<file path="src/rtl/irq_agg_pkg.sv">
package irq_agg_pkg;
  localparam int AW         = 8;
  localparam int DW         = 8;
  localparam int NRX        = 4;
  localparam int NTX        = 2;
  localparam int NSRC       = NRX + NTX;
  localparam int RX_REGS    = 3;
  localparam int RX_STRIDE  = 4;
  localparam int ADDR_EN    = 'h00;
  localparam int ADDR_STS   = 'h01;
  localparam int ADDR_CTL   = 'h02;
  localparam int RX_BASE    = 'h10;
  localparam int TX_BASE    = 'h20;

  function automatic int rx_reg_addr(int port, int idx);
    return RX_BASE + port * RX_STRIDE + idx;
  endfunction

  function automatic int tx_reg_addr(int port);
    return TX_BASE + port;
  endfunction
endpackage

</file>
<file path="src/rtl/sticky_bank.sv">
module sticky_bank #(
  parameter int W = 8
) (
  input  logic         clk,
  input  logic         rst_n,
  input  logic [W-1:0] evt_i,
  input  logic         clr_i,
  output logic [W-1:0] flags_o
);
  logic [W-1:0] flags_q;

  always_ff @(posedge clk) begin
    if (!rst_n)     flags_q <= '0;
    else if (clr_i) flags_q <= evt_i;
    else            flags_q <= flags_q | evt_i;
  end

  assign flags_o = flags_q;

  // a pulse always leaves its flag set
  p_evt_sets_r8: assert property (@(posedge clk) disable iff (!rst_n)
    (|evt_i) |=> ((flags_q & $past(evt_i)) == $past(evt_i)));
  // without a clearing read no flag drops
  p_sticky_r8: assert property (@(posedge clk) disable iff (!rst_n)
    !clr_i |=> ((flags_q & $past(flags_q)) == $past(flags_q)));
  // a clearing read keeps only same-cycle events
  p_clear_r9: assert property (@(posedge clk) disable iff (!rst_n)
    clr_i |=> (flags_q == $past(evt_i)));
endmodule

</file>
<file path="src/rtl/evt_source.sv">
module evt_source #(
  parameter int AW    = 8,
  parameter int W     = 8,
  parameter int NREG  = 1,
  parameter int BASE  = 0
) (
  input  logic              clk,
  input  logic              rst_n,
  input  logic [NREG*W-1:0] evt_i,
  input  logic              rd_en_i,
  input  logic [AW-1:0]     addr_i,
  output logic              pend_o,
  output logic [W-1:0]      rdata_o
);
  logic [NREG-1:0]      hit;
  logic [W-1:0]         flags [NREG];
  logic [NREG-1:0]      any;

  for (genvar k = 0; k < NREG; k++) begin : g_reg
    localparam logic [AW-1:0] RADDR = AW'(BASE + k);
    assign hit[k] = (addr_i == RADDR);
    sticky_bank #(.W(W)) u_bank (
      .clk     (clk),
      .rst_n   (rst_n),
      .evt_i   (evt_i[k*W +: W]),
      .clr_i   (rd_en_i & hit[k]),
      .flags_o (flags[k])
    );
    assign any[k] = |flags[k];
  end

  always_comb begin
    rdata_o = '0;
    for (int k = 0; k < NREG; k++)
      if (hit[k]) rdata_o = rdata_o | flags[k];
  end

  assign pend_o = |any;
endmodule

</file>
<file path="src/rtl/ctl_regs.sv">
module ctl_regs #(
  parameter int AW   = 8,
  parameter int DW   = 8,
  parameter int NSRC = 6
) (
  input  logic          clk,
  input  logic          rst_n,
  input  logic          wr_en_i,
  input  logic [AW-1:0] addr_i,
  input  logic [DW-1:0] wdata_i,
  output logic [DW-1:0] en_o,
  output logic [DW-1:0] ctl_o
);
  import irq_agg_pkg::*;
  localparam logic [DW-1:0] EN_MASK  = DW'((1 << NSRC) - 1);
  localparam logic [DW-1:0] CTL_MASK = DW'(1);
  localparam logic [AW-1:0] A_EN     = AW'(ADDR_EN);
  localparam logic [AW-1:0] A_CTL    = AW'(ADDR_CTL);

  logic [DW-1:0] en_q, ctl_q;

  always_ff @(posedge clk) begin
    if (!rst_n) begin
      en_q  <= '0;
      ctl_q <= '0;
    end else if (wr_en_i) begin
      if (addr_i == A_EN)  en_q  <= wdata_i & EN_MASK;
      if (addr_i == A_CTL) ctl_q <= wdata_i & CTL_MASK;
    end
  end

  assign en_o  = en_q;
  assign ctl_o = ctl_q;

  // a write elsewhere leaves the enable register alone
  p_en_hold_r2: assert property (@(posedge clk) disable iff (!rst_n)
    (!wr_en_i || addr_i != A_EN) |=> $stable(en_q));
endmodule

</file>
<file path="src/rtl/irq_aggregator.sv">
module irq_aggregator #(
  parameter int AW  = irq_agg_pkg::AW,
  parameter int DW  = irq_agg_pkg::DW,
  parameter int NRX = irq_agg_pkg::NRX,
  parameter int NTX = irq_agg_pkg::NTX,
  parameter int EW  = 8
) (
  input  logic                     clk,
  input  logic                     rst_n,
  input  logic                     wr_en_i,
  input  logic                     rd_en_i,
  input  logic [AW-1:0]            addr_i,
  input  logic [DW-1:0]            wdata_i,
  output logic [DW-1:0]            rdata_o,
  output logic                     rvalid_o,
  input  logic [NRX*3*EW-1:0]      rx_evt_i,
  input  logic [NTX*EW-1:0]        tx_evt_i,
  output logic                     irq_o
);
  import irq_agg_pkg::*;
  localparam int NS = NRX + NTX;
  localparam logic [AW-1:0] A_EN  = AW'(ADDR_EN);
  localparam logic [AW-1:0] A_STS = AW'(ADDR_STS);
  localparam logic [AW-1:0] A_CTL = AW'(ADDR_CTL);

  logic [NS-1:0]  src_pend;
  logic [EW-1:0]  src_rdata [NS];
  logic [DW-1:0]  en_q, ctl_q;
  logic           global_pend;
  logic [DW-1:0]  sts_word, rd_next, rdata_q;
  logic           rvalid_q;

  for (genvar p = 0; p < NRX; p++) begin : g_rx
    evt_source #(.AW(AW), .W(EW), .NREG(RX_REGS), .BASE(rx_reg_addr(p, 0))) u_src (
      .clk     (clk),
      .rst_n   (rst_n),
      .evt_i   (rx_evt_i[p*RX_REGS*EW +: RX_REGS*EW]),
      .rd_en_i (rd_en_i),
      .addr_i  (addr_i),
      .pend_o  (src_pend[p]),
      .rdata_o (src_rdata[p])
    );
  end

  for (genvar t = 0; t < NTX; t++) begin : g_tx
    evt_source #(.AW(AW), .W(EW), .NREG(1), .BASE(tx_reg_addr(t))) u_src (
      .clk     (clk),
      .rst_n   (rst_n),
      .evt_i   (tx_evt_i[t*EW +: EW]),
      .rd_en_i (rd_en_i),
      .addr_i  (addr_i),
      .pend_o  (src_pend[NRX+t]),
      .rdata_o (src_rdata[NRX+t])
    );
  end

  ctl_regs #(.AW(AW), .DW(DW), .NSRC(NS)) u_ctl (
    .clk     (clk),
    .rst_n   (rst_n),
    .wr_en_i (wr_en_i),
    .addr_i  (addr_i),
    .wdata_i (wdata_i),
    .en_o    (en_q),
    .ctl_o   (ctl_q)
  );

  assign global_pend = |(src_pend & en_q[NS-1:0]);

  always_comb begin
    sts_word          = '0;
    sts_word[NS-1:0]  = src_pend;
    sts_word[DW-1]    = global_pend;
  end

  always_comb begin
    rd_next = '0;
    if      (addr_i == A_EN)  rd_next = en_q;
    else if (addr_i == A_STS) rd_next = sts_word;
    else if (addr_i == A_CTL) rd_next = ctl_q;
    else begin
      for (int s = 0; s < NS; s++)
        rd_next = rd_next | DW'(src_rdata[s]);
    end
  end

  always_ff @(posedge clk) begin
    if (!rst_n) begin
      rdata_q  <= '0;
      rvalid_q <= 1'b0;
    end else begin
      rvalid_q <= rd_en_i;
      if (rd_en_i) rdata_q <= rd_next;
    end
  end

  assign rdata_o  = rdata_q;
  assign rvalid_o = rvalid_q;
  assign irq_o    = global_pend & ctl_q[0];

  // the pin never rises without the master enable
  p_irq_gate_r5: assert property (@(posedge clk) disable iff (!rst_n)
    irq_o |-> ctl_q[0]);
  // reading the summary register clears no pending source
  p_sts_read_r10: assert property (@(posedge clk) disable iff (!rst_n)
    (rd_en_i && addr_i == A_STS) |=> ((src_pend & $past(src_pend)) == $past(src_pend)));
  // each read strobe returns data on the next cycle
  p_rvalid_r11: assert property (@(posedge clk) disable iff (!rst_n)
    rd_en_i |=> rvalid_o);
  // no stray valid
  p_no_rvalid_r11: assert property (@(posedge clk) disable iff (!rst_n)
    !rd_en_i |=> !rvalid_o);
endmodule

</file>
<file path="config.mk">
export PLATFORM = sky130hd
export DESIGN_NAME = irq_aggregator
export DESIGN_NICKNAME = d
export VERILOG_FILES = /design/src/rtl/irq_agg_pkg.sv /design/src/rtl/sticky_bank.sv /design/src/rtl/evt_source.sv /design/src/rtl/ctl_regs.sv /design/src/rtl/irq_aggregator.sv
export SDC_FILE = /design/constraint.sdc
export NUM_CORES = 1
export LEC_CHECK = 0
export ABC_AREA = 1
export ABC_CLOCK_PERIOD_IN_PS = 2640
export BUFFER_PORTS_ARGS = -buffer_cell sky130_fd_sc_hd__buf_2
export CORE_MARGIN = 2
export CORE_UTILIZATION = 30
export CTS_BUF_LIST = sky130_fd_sc_hd__clkbuf_16
export DETAILED_ROUTE_END_ITERATION = 6
export PLACE_DENSITY_LB_ADDON = 0.15
export SYNTH_ARGS = -nofsm -noshare
export SYNTH_HDL_FRONTEND = slang
export SYNTH_SLANG_ARGS = --single-unit
</file>
<file path="constraint.sdc">
create_clock -name clk -period 2.64 [get_ports clk]
set_input_delay 0.396 -clock clk [delete_from_list [all_inputs] [get_ports clk]]
set_output_delay 0.396 -clock clk [all_outputs]
set_load 0.01 [all_outputs]
</file>
==> impl_metrics.py, run 1 <==
metrics = {
    "outcome": {
        "status": "finished clean",
    },
    "detailed_routing": {
        "drtIter0Drc": 415,
        "firstDrtPassIters": 5,
        "drc": 0,
        "vias": 5887,
        "ant_nets": 0,
        "viasPerCell": 4.86,
        "wire_per_inst_um": 16.4,
        "drt-total-wl_um": 19900,
    },
    "flow_run": {
        "maxCapViolations": 0,
    },
    "global_routing": {
        "grt_first_pass_wirelength_um": 30300,
        "grt_max_degree": 71,
        "antenna_found_initial": 0,
        "grt.total_usage": 0.203,
        "grt_pass1_vias": 5429,
        "grt_overflow": 0,
    },
    "synthesis": {
        "yosysTopAreaCell": "dfxtp_1",
        "yosys.cell_types.count": 21,
        "yosysMostFrequentCell": "nor2_1",
        "yosys_warnings": 0,
        "async_flop_share": 0,
        "synth_seq_cells": 128,
        "ys.flop_type": "dfxtp_1",
        "synth_area_mm2": 0.00560,
        "synth.top_cells.by_area": "dfxtp_1, nor2_1, a21oi_1, nand2_1, nand3_1",
        "syn_area_per_cell_um2": 6.75,
        "synth_commonest_cells": "nor2_1, nand2_1, a21oi_1, dfxtp_1, nand3_1",
        "syn_inst": 830,
        "syn_nets": 962,
        "seq_area_frac_synth": 0.457,
        "synth.top_cell.area_share": 0.457,
        "synth_edf_count": 0,
    },
    "worst_setup_path": {
        "rrSetupSlack_ps": 1090,
        "path_class": "flip-flop to output pin",
        "reg2reg_depth": 10,
        "crit_required_ps": 2240,
        "timing.rr.end": "rdata_o[7]$_SDFFE_PN0P_",
        "critPathLaunchType": "flip-flop",
        "timing.rr.start": "g_rx[2].u_src.g_reg[1].u_bank.flags_o[7]$_SDFF_PN0_",
        "worstPathArrival_ps": 1900,
        "crit_path_max_fanout": 3,
        "end_kind": "output pin",
    },
    "sta": {
        "setup_viol": 0,
        "timing.final.hold_violations": 0,
        "fmax_mhz": 435,
        "whs_ps": 180,
        "slew_viol_final": 0,
        "worstMarginPinSlew_ps": 511,
        "fin_worst_skew_ps": 4.14,
        "fin_crit_ps": 2300,
        "setup_tns_ps": 0,
        "rsz0062_at_grt": "no",
        "relSlewSlack": 0.659,
        "fin_crit_sh": 0.870,
    },
    "power_and_ir_drop": {
        "p_total_uw": 4690,
        "power.switching_uw": 1190,
        "p_clk_frac": 0.451,
        "comb_power_share": 0.083,
        "peakVddDrop_mv": 0.416,
        "swShare": 0.254,
        "p_int_uw": 3500,
        "power_frac_seq": 0.466,
        "p_leak_uw": 0.00320,
        "powerDensity_mw_per_mm2": 664,
    },
    "place": {
        "dp_hpwl_um": 15500,
        "port_buffers": 139,
        "routabilityCongestion": 0.990,
        "dpl.cell_count": 1180,
    },
    "die": {
        "fp.dieW_um": 141,
        "rows": 49,
        "dieArea_mm2": 0.0198,
        "io_pins": 142,
        "core_area_mm2": 0.0181,
        "dieHeight_um": 141,
        "start_util": 0.309,
    },
    "cts": {
        "clock-sinks": 128,
        "cts.path.max_buffers": 2,
        "hold_buffers": 0,
        "tritoncts": "done",
        "h-tree-depth": 4,
        "path_clk_slew_ps": 60,
        "post_cts_buffers": 0,
        "ctsResizeCount": 0,
        "root_buffer": "clkbuf_16",
        "clk_latency_ps": 420,
        "cts-buffers-inserted": 17,
    },
    "cells_and_area": {
        "nNetsFinal": 1102,
        "drive_gt1_frac": 0.188,
        "multi_input_area_mm2": 0.00276,
        "seq_area_mm2": 0.00256,
        "n_fill_cell": 1987,
        "final_cells": 1212,
        "antennaDiodeCount": 0,
        "syn_to_final_growth_pct": 26.1,
    },
    "worst_hold_path": {
        "hp-class": "input pin to flip-flop",
        "hold_path_end": "g_rx[2].u_src.g_reg[2].u_bank.flags_o[2]$_SDFF_PN0_",
        "min_from": "rx_evt_i[66]",
        "hold_path_depth": 3,
    },
}
-- worst max path at each step --
stage,startpoint,to,slack [ps],depth (start not counted)
floorplan,addr_i[7],g_rx[0].u_src.g_reg[1].u_bank.flags_o[0]$_SDFF_PN0_,1130,6
global placement,addr_i[7],rdata_o[3]$_SDFFE_PN0P_,560,10
detailed placement,addr_i[7],rdata_o[3]$_SDFFE_PN0P_,560,10
CTS,g_rx[2].u_src.g_reg[1].u_bank.flags_o[7]$_SDFF_PN0_,irq_o,310,9
global route,g_rx[2].u_src.g_reg[2].u_bank.flags_o[2]$_SDFF_PN0_,irq_o,240,9
finish,g_rx[2].u_src.g_reg[1].u_bank.flags_o[7]$_SDFF_PN0_,irq_o,340,9
-- registers in the layout, summed over array words and instances, names as in the netlist --
name                         count
g_rx.u_src.g.u_bank.flags_o     96
g_tx.u_src.g.u_bank.flags_o     16
rdata_o                          8
rvalid_o                         1
u_ctl.ctl_o                      1
u_ctl.en_o                       6
-- placed cells by master, fill, tap and decap left out, types with 15 or more instances in the layout --
| cell type | instances |
|---|---|
| nor2_1 | 227 |
| nand2_1 | 158 |
| buf_2 | 139 |
| a21oi_1 | 134 |
| dfxtp_1 | 128 |
| nand3_1 | 66 |
| inv_1 | 43 |
| nand4_1 | 18 |
| clkbuf_16 | 17 |
| o21ai_0 | 15 |
-- area by class of cell --
| cell class | count | area share |
|---|---|---|
| Clock buffer | 17 | 0.0602 |
| Inverter | 45 | 0.0241 |
| Tap cell | 229 | 0.0406 |
| Clock inverter | 15 | 0.0147 |
| Multi-Input combinational cell | 634 | 0.390 |
| Sequential cell | 128 | 0.363 |
| Timing Repair Buffer | 144 | 0.107 |
-- metrics by stage --
| stage | worst slack [ps] | util | instance area, um^2 |
|---|---|---|---|
| after floorplan | 1130 | - | 5600 |
| after global placement | 565 | 0.360 | 6540 |
| after detailed placement | 563 | 0.360 | 6540 |
| after CTS | 314 | 0.389 | 7060 |
| after global routing | 243 | 0.389 | 7060 |
| final | 343 | 0.389 | 7060 |
-- per-layer routing --
metal / wire length [um] / vias up / track usage
met5: 0 / - / 0
met4: 520 / 0 / 0.0811
met3: 1340 / 32 / 0.0496
met2: 8290 / 213 / 0.289
met1: 9740 / 2636 / 0.294
li1: - / 3006 / -
-- cell families (layout without fill, tap and decap cells) --
group,count (synthesis),after routing,synth area share
AO/OA/AOI/OAI,150,150,0.134
buffers and inverters,68,221,0.0507
AND/OR/NAND/NOR,484,484,0.358
flip-flops,128,128,0.457
-- worst max-delay path: stages (launching register included) --
cell and delay, ps:
dfxtp_1 340, nor2_1 130, nand2_1 60, nor2_1 220, nand3_1 190, nand2_1 90
nand2_1 50, nor2_1 110, a21boi_0 130, buf_2 160
-- power by group through the flow --
stage	clock network, uW	logic, uW	registers [uW]
3_3_place_gp	0	387	2220
5_1_grt	2270	444	2200
2_1_floorplan	0	229	2170
4_1_cts	2170	392	2180
6_report	2110	389	2180
3_5_place_dp	0	390	2220
Note: power is estimated with default switching activity, not from simulation.
==> inputs of run 2 (changes only) <==
--- a/config.mk
+++ b/config.mk
@@ -15,4 +15,5 @@
 export PLACE_DENSITY_LB_ADDON = 0.15
 export SYNTH_ARGS = -nofsm -noshare
 export SYNTH_HDL_FRONTEND = slang
+export SYNTH_HIERARCHICAL = 1
 export SYNTH_SLANG_ARGS = --single-unit
==> run 2 against run 1 <==
Synthesized cell count grew 33%. Global-route usage shrank 3.1 points. Synthesized area grew 24%. Largest cell class unchanged.
==> impl_metrics.py, run 2 <==
metrics = {
    "die": {
        "dieArea_mm2": 0.0244,
        "io_pins": 142,
        "start_util": 0.306,
        "fp.dieW_um": 156,
        "dieHeight_um": 156,
        "core_area_mm2": 0.0226,
        "rows": 55,
    },
    "power_and_ir_drop": {
        "p_leak_uw": 0.00455,
        "peakVddDrop_mv": 0.305,
        "powerDensity_mw_per_mm2": 572,
    },
    "worst_setup_path": {
        "crit_required_ps": 2240,
        "max_stage_delay_ps": 320,
        "crit_slowest_cell": "dfxtp_1",
        "end_kind": "output pin",
        "critPathLaunchType": "flip-flop",
        "crit_path_frequent_cell": "nor2_1",
        "worstPathArrival_ps": 1870,
        "crit_chain": "nor2_1 -> nand2_1 -> nor2_1 -> nand3_1 -> nand2_1 -> inv_1 -> nor2_1 -> a21boi_0 -> buf_2",
        "path_class": "flip-flop to output pin",
        "crit_path_max_fanout": 3,
    },
    "synthesis": {
        "yosys_warnings": 6,
        "synth.top_cells.by_area": "dfxtp_1, nand2_1, inv_1, nand3_1, a21oi_1",
        "synthXorXnorAreaFrac": 0,
        "yosysMostFrequentCell": "nand2_1",
        "syn_inst": 1105,
        "async_flop_share": 0,
        "synth_commonest_cells": "nand2_1, inv_1, nor2_1, nand3_1, dfxtp_1",
        "synth_top_family_by_area": "simple AND/OR/NAND/NOR gates",
        "synthAdderAreaFrac": 0,
        "synth.area.mux_share": 0,
        "synthSimpleGateAreaFrac": 0.389,
        "yosys.cell_types.count": 23,
        "synth_seq_cells": 128,
        "synth.top_cell.area_share": 0.369,
        "syn_area_per_cell_um2": 6.28,
        "synth_compound_area_frac": 0.0941,
        "synth_edf_count": 0,
        "yosysTopAreaCell": "dfxtp_1",
        "synth_area_mm2": 0.00694,
        "ys.flop_type": "dfxtp_1",
        "seq_area_frac_synth": 0.369,
    },
    "cts": {
        "cts.path.max_buffers": 2,
        "clk_latency_ps": 430,
        "ctsResizeCount": 0,
        "path_clk_slew_ps": 60,
        "tritoncts": "done",
        "root_buffer": "clkbuf_16",
        "clock-sinks": 128,
        "post_cts_buffers": 0,
        "h-tree-depth": 4,
        "cts-buffers-inserted": 17,
        "hold_buffers": 0,
    },
    "detailed_routing": {
        "vias": 6797,
        "wire_per_inst_um": 13.4,
        "drtIter0Drc": 421,
        "drc": 0,
        "ant_nets": 0,
        "drt-total-wl_um": 20700,
        "firstDrtPassIters": 5,
        "viasPerCell": 4.38,
    },
    "place": {
        "place_area_mm2": 0.00785,
        "port_buffers": 139,
        "dp_hpwl_um": 15800,
        "routabilityCongestion": 0.831,
    },
    "sta": {
        "setup_tns_ps": 0,
        "fin_crit_ps": 2270,
        "fmax_mhz": 441,
        "setup_viol": 0,
        "timing.final.hold_violations": 0,
        "fin_worst_skew_ps": 10.3,
        "whs_ps": 202,
        "fin_crit_sh": 0.860,
        "rsz0062_at_grt": "no",
        "slew_viol_final": 0,
        "worstMarginPinSlew_ps": 709,
        "relSlewSlack": 0.527,
    },
    "cells_and_area": {
        "largest_reg_flops": 96,
        "nNetsFinal": 1384,
        "fin_util": 0.370,
        "syn_to_final_growth_pct": 20.9,
        "final_area_mm2": 0.00839,
        "most-common-layout-cells": "nand2_1, inv_1, nor2_1, nand3_1, buf_2",
        "drive_gt1_frac": 0.184,
        "final_common_cell": "nand2_1",
        "n_fill_cell": 2546,
    },
    "global_routing": {
        "grt.total_usage": 0.173,
        "antenna_found_initial": 4,
        "grt_pass1_vias": 6167,
        "grt_max_degree": 28,
        "grt_overflow": 0,
        "grt_first_pass_wirelength_um": 32200,
    },
    "outcome": {
        "status": "finished clean",
    },
    "flow_run": {
        "maxCapViolations": 0,
    },
    "worst_hold_path": {
        "hp-class": "input pin to flip-flop",
    },
}
[run 2: cell families after synthesis]
family / Yosys count
flip-flops: 128
other: 1
buffers and inverters: 244
AND/OR/NAND/NOR: 602
AO/OA/AOI/OAI: 130
[run 2: metrics by stage]
step                setup WS (ps)  total power, uW  std cells
CTS                           365             4870       1550
global route                  261             5040       1552
detailed placement            441             2720       1518
global placement              451             2710       1518
floorplan                    1040             2500       1113
finish                        370             4800       1553
[run 2: critical path: cells and delay by family, from the launching register on]
kind | cells | cell delay (ps)
compound gates | 1 | 140
buf+inv | 2 | 210
flops | 1 | 320
simple gates | 6 | 760
[run 2: worst paths after layout]
kind | startpoint | end | slack (ps) | cells past startpoint
setup / recovery | g_rx[3].u_src/g_reg[1].u_bank/flags_o[7]$_SDFF_PN0_ | irq_o | 370 | 9
hold reg to reg | g_tx[0].u_src/g_reg[0].u_bank/flags_o[6]$_SDFF_PN0_ | g_tx[0].u_src/g_reg[0].u_bank/flags_o[6]$_SDFF_PN0_ | 460 | 2
setup reg to reg | g_rx[3].u_src/g_reg[1].u_bank/flags_o[7]$_SDFF_PN0_ | rdata_o[7]$_SDFFE_PN0P_ | 1000 | 12
hold / removal | rx_evt_i[87] | g_rx[3].u_src/g_reg[1].u_bank/flags_o[7]$_SDFF_PN0_ | 200 | 3
[run 2: report_power, final]
group,switching (uW),internal (uW)
Sequential,108,2060
Combinational,305,204
Clock,860,1260
[run 2: area by class of cell]
| type | instances | area, um^2 | share of cell area |
|---|---|---|---|
| Antenna cell | 3 | 7.51 | 0.000895 |
| Sequential cell | 128 | 2560 | 0.306 |
| Multi-Input combinational cell | 741 | 3390 | 0.404 |
| Tap cell | 285 | 357 | 0.0425 |
| Timing Repair Buffer | 139 | 696 | 0.0829 |
| Clock buffer | 17 | 425 | 0.0507 |
| Inverter | 225 | 845 | 0.101 |
| Clock inverter | 15 | 106 | 0.0127 |
[run 2: metal layers]
| metal | up-vias | global-route usage | part of all wire |
|---|---|---|---|
| li1 | 3679 | - | - |
| met1 | 2939 | 0.241 | 0.50 |
| met2 | 162 | 0.263 | 0.43 |
| met3 | 15 | 0.0375 | 0.051 |
| met4 | 2 | 0.0572 | 0.013 |
| met5 | - | 0 | 0.00063 |
==> inputs of run 3 (changes only) <==
--- a/config.mk
+++ b/config.mk
@@ -6,12 +6,13 @@
 export NUM_CORES = 1
 export LEC_CHECK = 0
 export ABC_AREA = 1
-export ABC_CLOCK_PERIOD_IN_PS = 2640
+export ABC_CLOCK_PERIOD_IN_PS = 1900
 export BUFFER_PORTS_ARGS = -buffer_cell sky130_fd_sc_hd__buf_2
 export CORE_MARGIN = 2
 export CORE_UTILIZATION = 30
 export CTS_BUF_LIST = sky130_fd_sc_hd__clkbuf_16
 export DETAILED_ROUTE_END_ITERATION = 6
+export GPL_TIMING_DRIVEN = 0
 export PLACE_DENSITY_LB_ADDON = 0.15
 export SYNTH_ARGS = -nofsm -noshare
 export SYNTH_HDL_FRONTEND = slang
==> constraint.sdc (replaced) <==
create_clock -name clk -period 1.9 [get_ports clk]
set_input_delay 0.285 -clock clk [delete_from_list [all_inputs] [get_ports clk]]
set_output_delay 0.285 -clock clk [all_outputs]
set_load 0.01 [all_outputs]
==> run 3 against run 2 <==
Worst setup slack worse by 470 ps. Total power increased by 44%. Critical endpoint unchanged. Die area did not move. The flow now finishes with violations (setup timing). Clock skew decreased by 1.6 ps. Critical path type unchanged. Non-clock buffer count grew 21.
==> impl_metrics.py, run 3 (same netlist as run 2, synthesis figures left out) <==
metrics = {
    "outcome": {
        "status": "finished with violations",
        "violations": "setup timing",
    },
    "cells_and_area": {
        "largest_reg_flops": 96,
        "fin_util": 0.385,
        "nNetsFinal": 1405,
        "final_common_cell": "nand2_1",
        "most-common-layout-cells": "nand2_1, inv_1, nand3_1, buf_2, nor2_1",
        "n_fill_cell": 2520,
        "final_area_mm2": 0.00871,
        "syn_to_final_growth_pct": 25.6,
        "drive_gt1_frac": 0.235,
    },
    "detailed_routing": {
        "ant_nets": 0,
        "drc": 0,
        "wire_per_inst_um": 13.5,
        "drtIter0Drc": 497,
        "drt-total-wl_um": 21300,
        "firstDrtPassIters": 5,
        "viasPerCell": 4.45,
        "vias": 6991,
    },
    "sta": {
        "timing.final.ws_setup_ps": -95.2,
        "fin_crit_sh": 1.05,
        "setup_viol": 1,
        "timing.final.hold_violations": 0,
        "fmax_mhz": 501,
        "fin_worst_skew_ps": 8.71,
        "slew_viol_final": 0,
        "fin_crit_ps": 2000,
        "worstMarginPinSlew_ps": 679,
        "rsz0062_at_grt": "yes",
        "relSlewSlack": 0.547,
    },
    "worst_setup_path": {
        "crit_chain": "nor2_1 -> nand2_1 -> nor2_2 -> nand3_2 -> nand2_1 -> nand2_1 -> nor2_2 -> a21boi_2 -> buf_2",
        "crit_slowest_cell": "dfxtp_2",
        "path_class": "flip-flop to output pin",
        "crit_path_max_fanout": 3,
        "max_stage_delay_ps": 340,
        "path_delay_family": "simple AND/OR/NAND/NOR gates",
        "critPathLaunchType": "flip-flop",
        "end_kind": "output pin",
        "cp.buffers_inverters": 1,
        "crit_required_ps": 1620,
        "worstPathArrival_ps": 1710,
        "crit_path_frequent_cell": "nand2_1",
    },
    "die": {
        "core_area_mm2": 0.0226,
        "io_pins": 142,
        "dieHeight_um": 156,
        "start_util": 0.306,
        "rows": 55,
        "fp.dieW_um": 156,
        "dieArea_mm2": 0.0244,
    },
    "power_and_ir_drop": {
        "p_int_uw": 5070,
        "p_leak_uw": 0.00469,
        "power_frac_seq": 0.439,
        "powerDensity_mw_per_mm2": 792,
        "comb_power_share": 0.109,
        "swShare": 0.265,
        "p_clk_frac": 0.452,
        "power.switching_uw": 1830,
        "peakVddDrop_mv": 0.416,
    },
    "cts": {
        "tritoncts": "done",
        "path_clk_slew_ps": 60,
        "clock-sinks": 128,
        "root_buffer": "clkbuf_16",
        "cts.path.max_buffers": 2,
        "clk_latency_ps": 420,
        "h-tree-depth": 4,
        "hold_buffers": 0,
        "cts-buffers-inserted": 17,
    },
    "global_routing": {
        "grt_overflow": 0,
        "grt.busiest_layer": "met2",
        "grt_first_pass_wirelength_um": 33500,
        "grt_pass1_vias": 6485,
        "grtUsageMet3": 0.0389,
        "antenna_found_initial": 1,
        "grt_max_degree": 25,
        "grt_util_met2": 0.272,
        "grt.total_usage": 0.178,
        "met1_usage": 0.249,
    },
    "place": {
        "dp_hpwl_um": 16200,
        "place_area_mm2": 0.00802,
        "port_buffers": 139,
        "routabilityCongestion": 0.842,
    },
    "flow_run": {
        "maxCapViolations": 0,
    },
    "worst_hold_path": {
        "hp-class": "input pin to flip-flop",
    },
}
[run 3: cell count changes in the layout (fill, tap and decap cells not counted), moves of 2 or more]
cell | previous run | this run
dfxtp_1 | 128 | 103
dfxtp_2 | 0 | 24
nor2_1 | 155 | 138
nor2_2 | 10 | 25
buf_4 | 0 | 11
buf_6 | 0 | 9
nand3_1 | 148 | 145
diode_2 | 3 | 1
nand2_1 | 240 | 238
nand2_2 | 18 | 20
nand3_2 | 1 | 3
nor2_4 | 11 | 13
[run 3: power by group through the flow]
stage	sequential, uW	clock (uW)	combinational, uW
2_1_floorplan	3020	0	458
3_3_place_gp	3070	0	726
3_5_place_dp	3070	0	735
4_1_cts	3020	3200	743
5_1_grt	3050	3310	861
6_report	3030	3120	750
[run 3: path summary, 6_finish.rpt]
| path | from | endpoint | slack [ps] | cells after the start |
|---|---|---|---|---|
| hold reg to reg | g_tx[1].u_src/g_reg[0].u_bank/flags_o[7]$_SDFF_PN0_ | g_tx[1].u_src/g_reg[0].u_bank/flags_o[7]$_SDFF_PN0_ | 460 | 2 |
| setup / recovery | g_rx[0].u_src/g_reg[1].u_bank/flags_o[5]$_SDFF_PN0_ | irq_o | -100 | 9 |
| hold / removal | rx_evt_i[83] | g_rx[3].u_src/g_reg[1].u_bank/flags_o[3]$_SDFF_PN0_ | 90 | 3 |
| setup reg to reg | g_rx[3].u_src/g_reg[1].u_bank/flags_o[5]$_SDFF_PN0_ | rdata_o[7]$_SDFFE_PN0P_ | 210 | 13 |
[run 3: cell type report]
class / instances / area (um^2) / area share
Clock buffer: 17 / 425 / 0.0488
Inverter: 225 / 845 / 0.0969
Clock inverter: 15 / 129 / 0.0148
Multi-Input combinational cell: 741 / 3480 / 0.399
Tap cell: 285 / 357 / 0.0409
Antenna cell: 1 / 2.50 / 0.000287
Buffer: 19 / 173 / 0.0198
Sequential cell: 128 / 2600 / 0.298
Timing Repair Buffer: 141 / 711 / 0.0816
[run 3: tightest hold or removal path, cell delays in order]
cell,delay (ps)
buf_2,90
inv_1,40
a21oi_1,50
[run 3: through the flow]
| step | setup slack, ps | instances | hold WS (ps) | TNS (ps) | total power, uW |
|---|---|---|---|---|---|
| 2_1_floorplan | 416 | 1113 | 378 | 0 | 3470 |
| 3_3_place_gp | -215 | 1537 | 452 | -1170 | 3800 |
| 3_5_place_dp | -225 | 1537 | 456 | -1230 | 3810 |
| 4_1_cts | -83.3 | 1569 | 71.9 | -83.3 | 6960 |
| 5_1_grt | -171 | 1571 | 76.5 | -171 | 7220 |
| 6_report | -95.2 | 1572 | 87.5 | -95.2 | 6900 |
[run 3: routing by layer]
layer	up-vias	part of all wire	routed length, um
li1	3719	-	-
met1	3066	0.49	10500
met2	185	0.43	9220
met3	21	0.056	1190
met4	0	0.017	365
met5	-	0	0
[run 3: what timing repair did]
item                       4_1_cts  5_1_grt
pin swaps                        9       29
resized for setup               20       34
setup buffers                    0        2
setup endpoints to repair        1        1
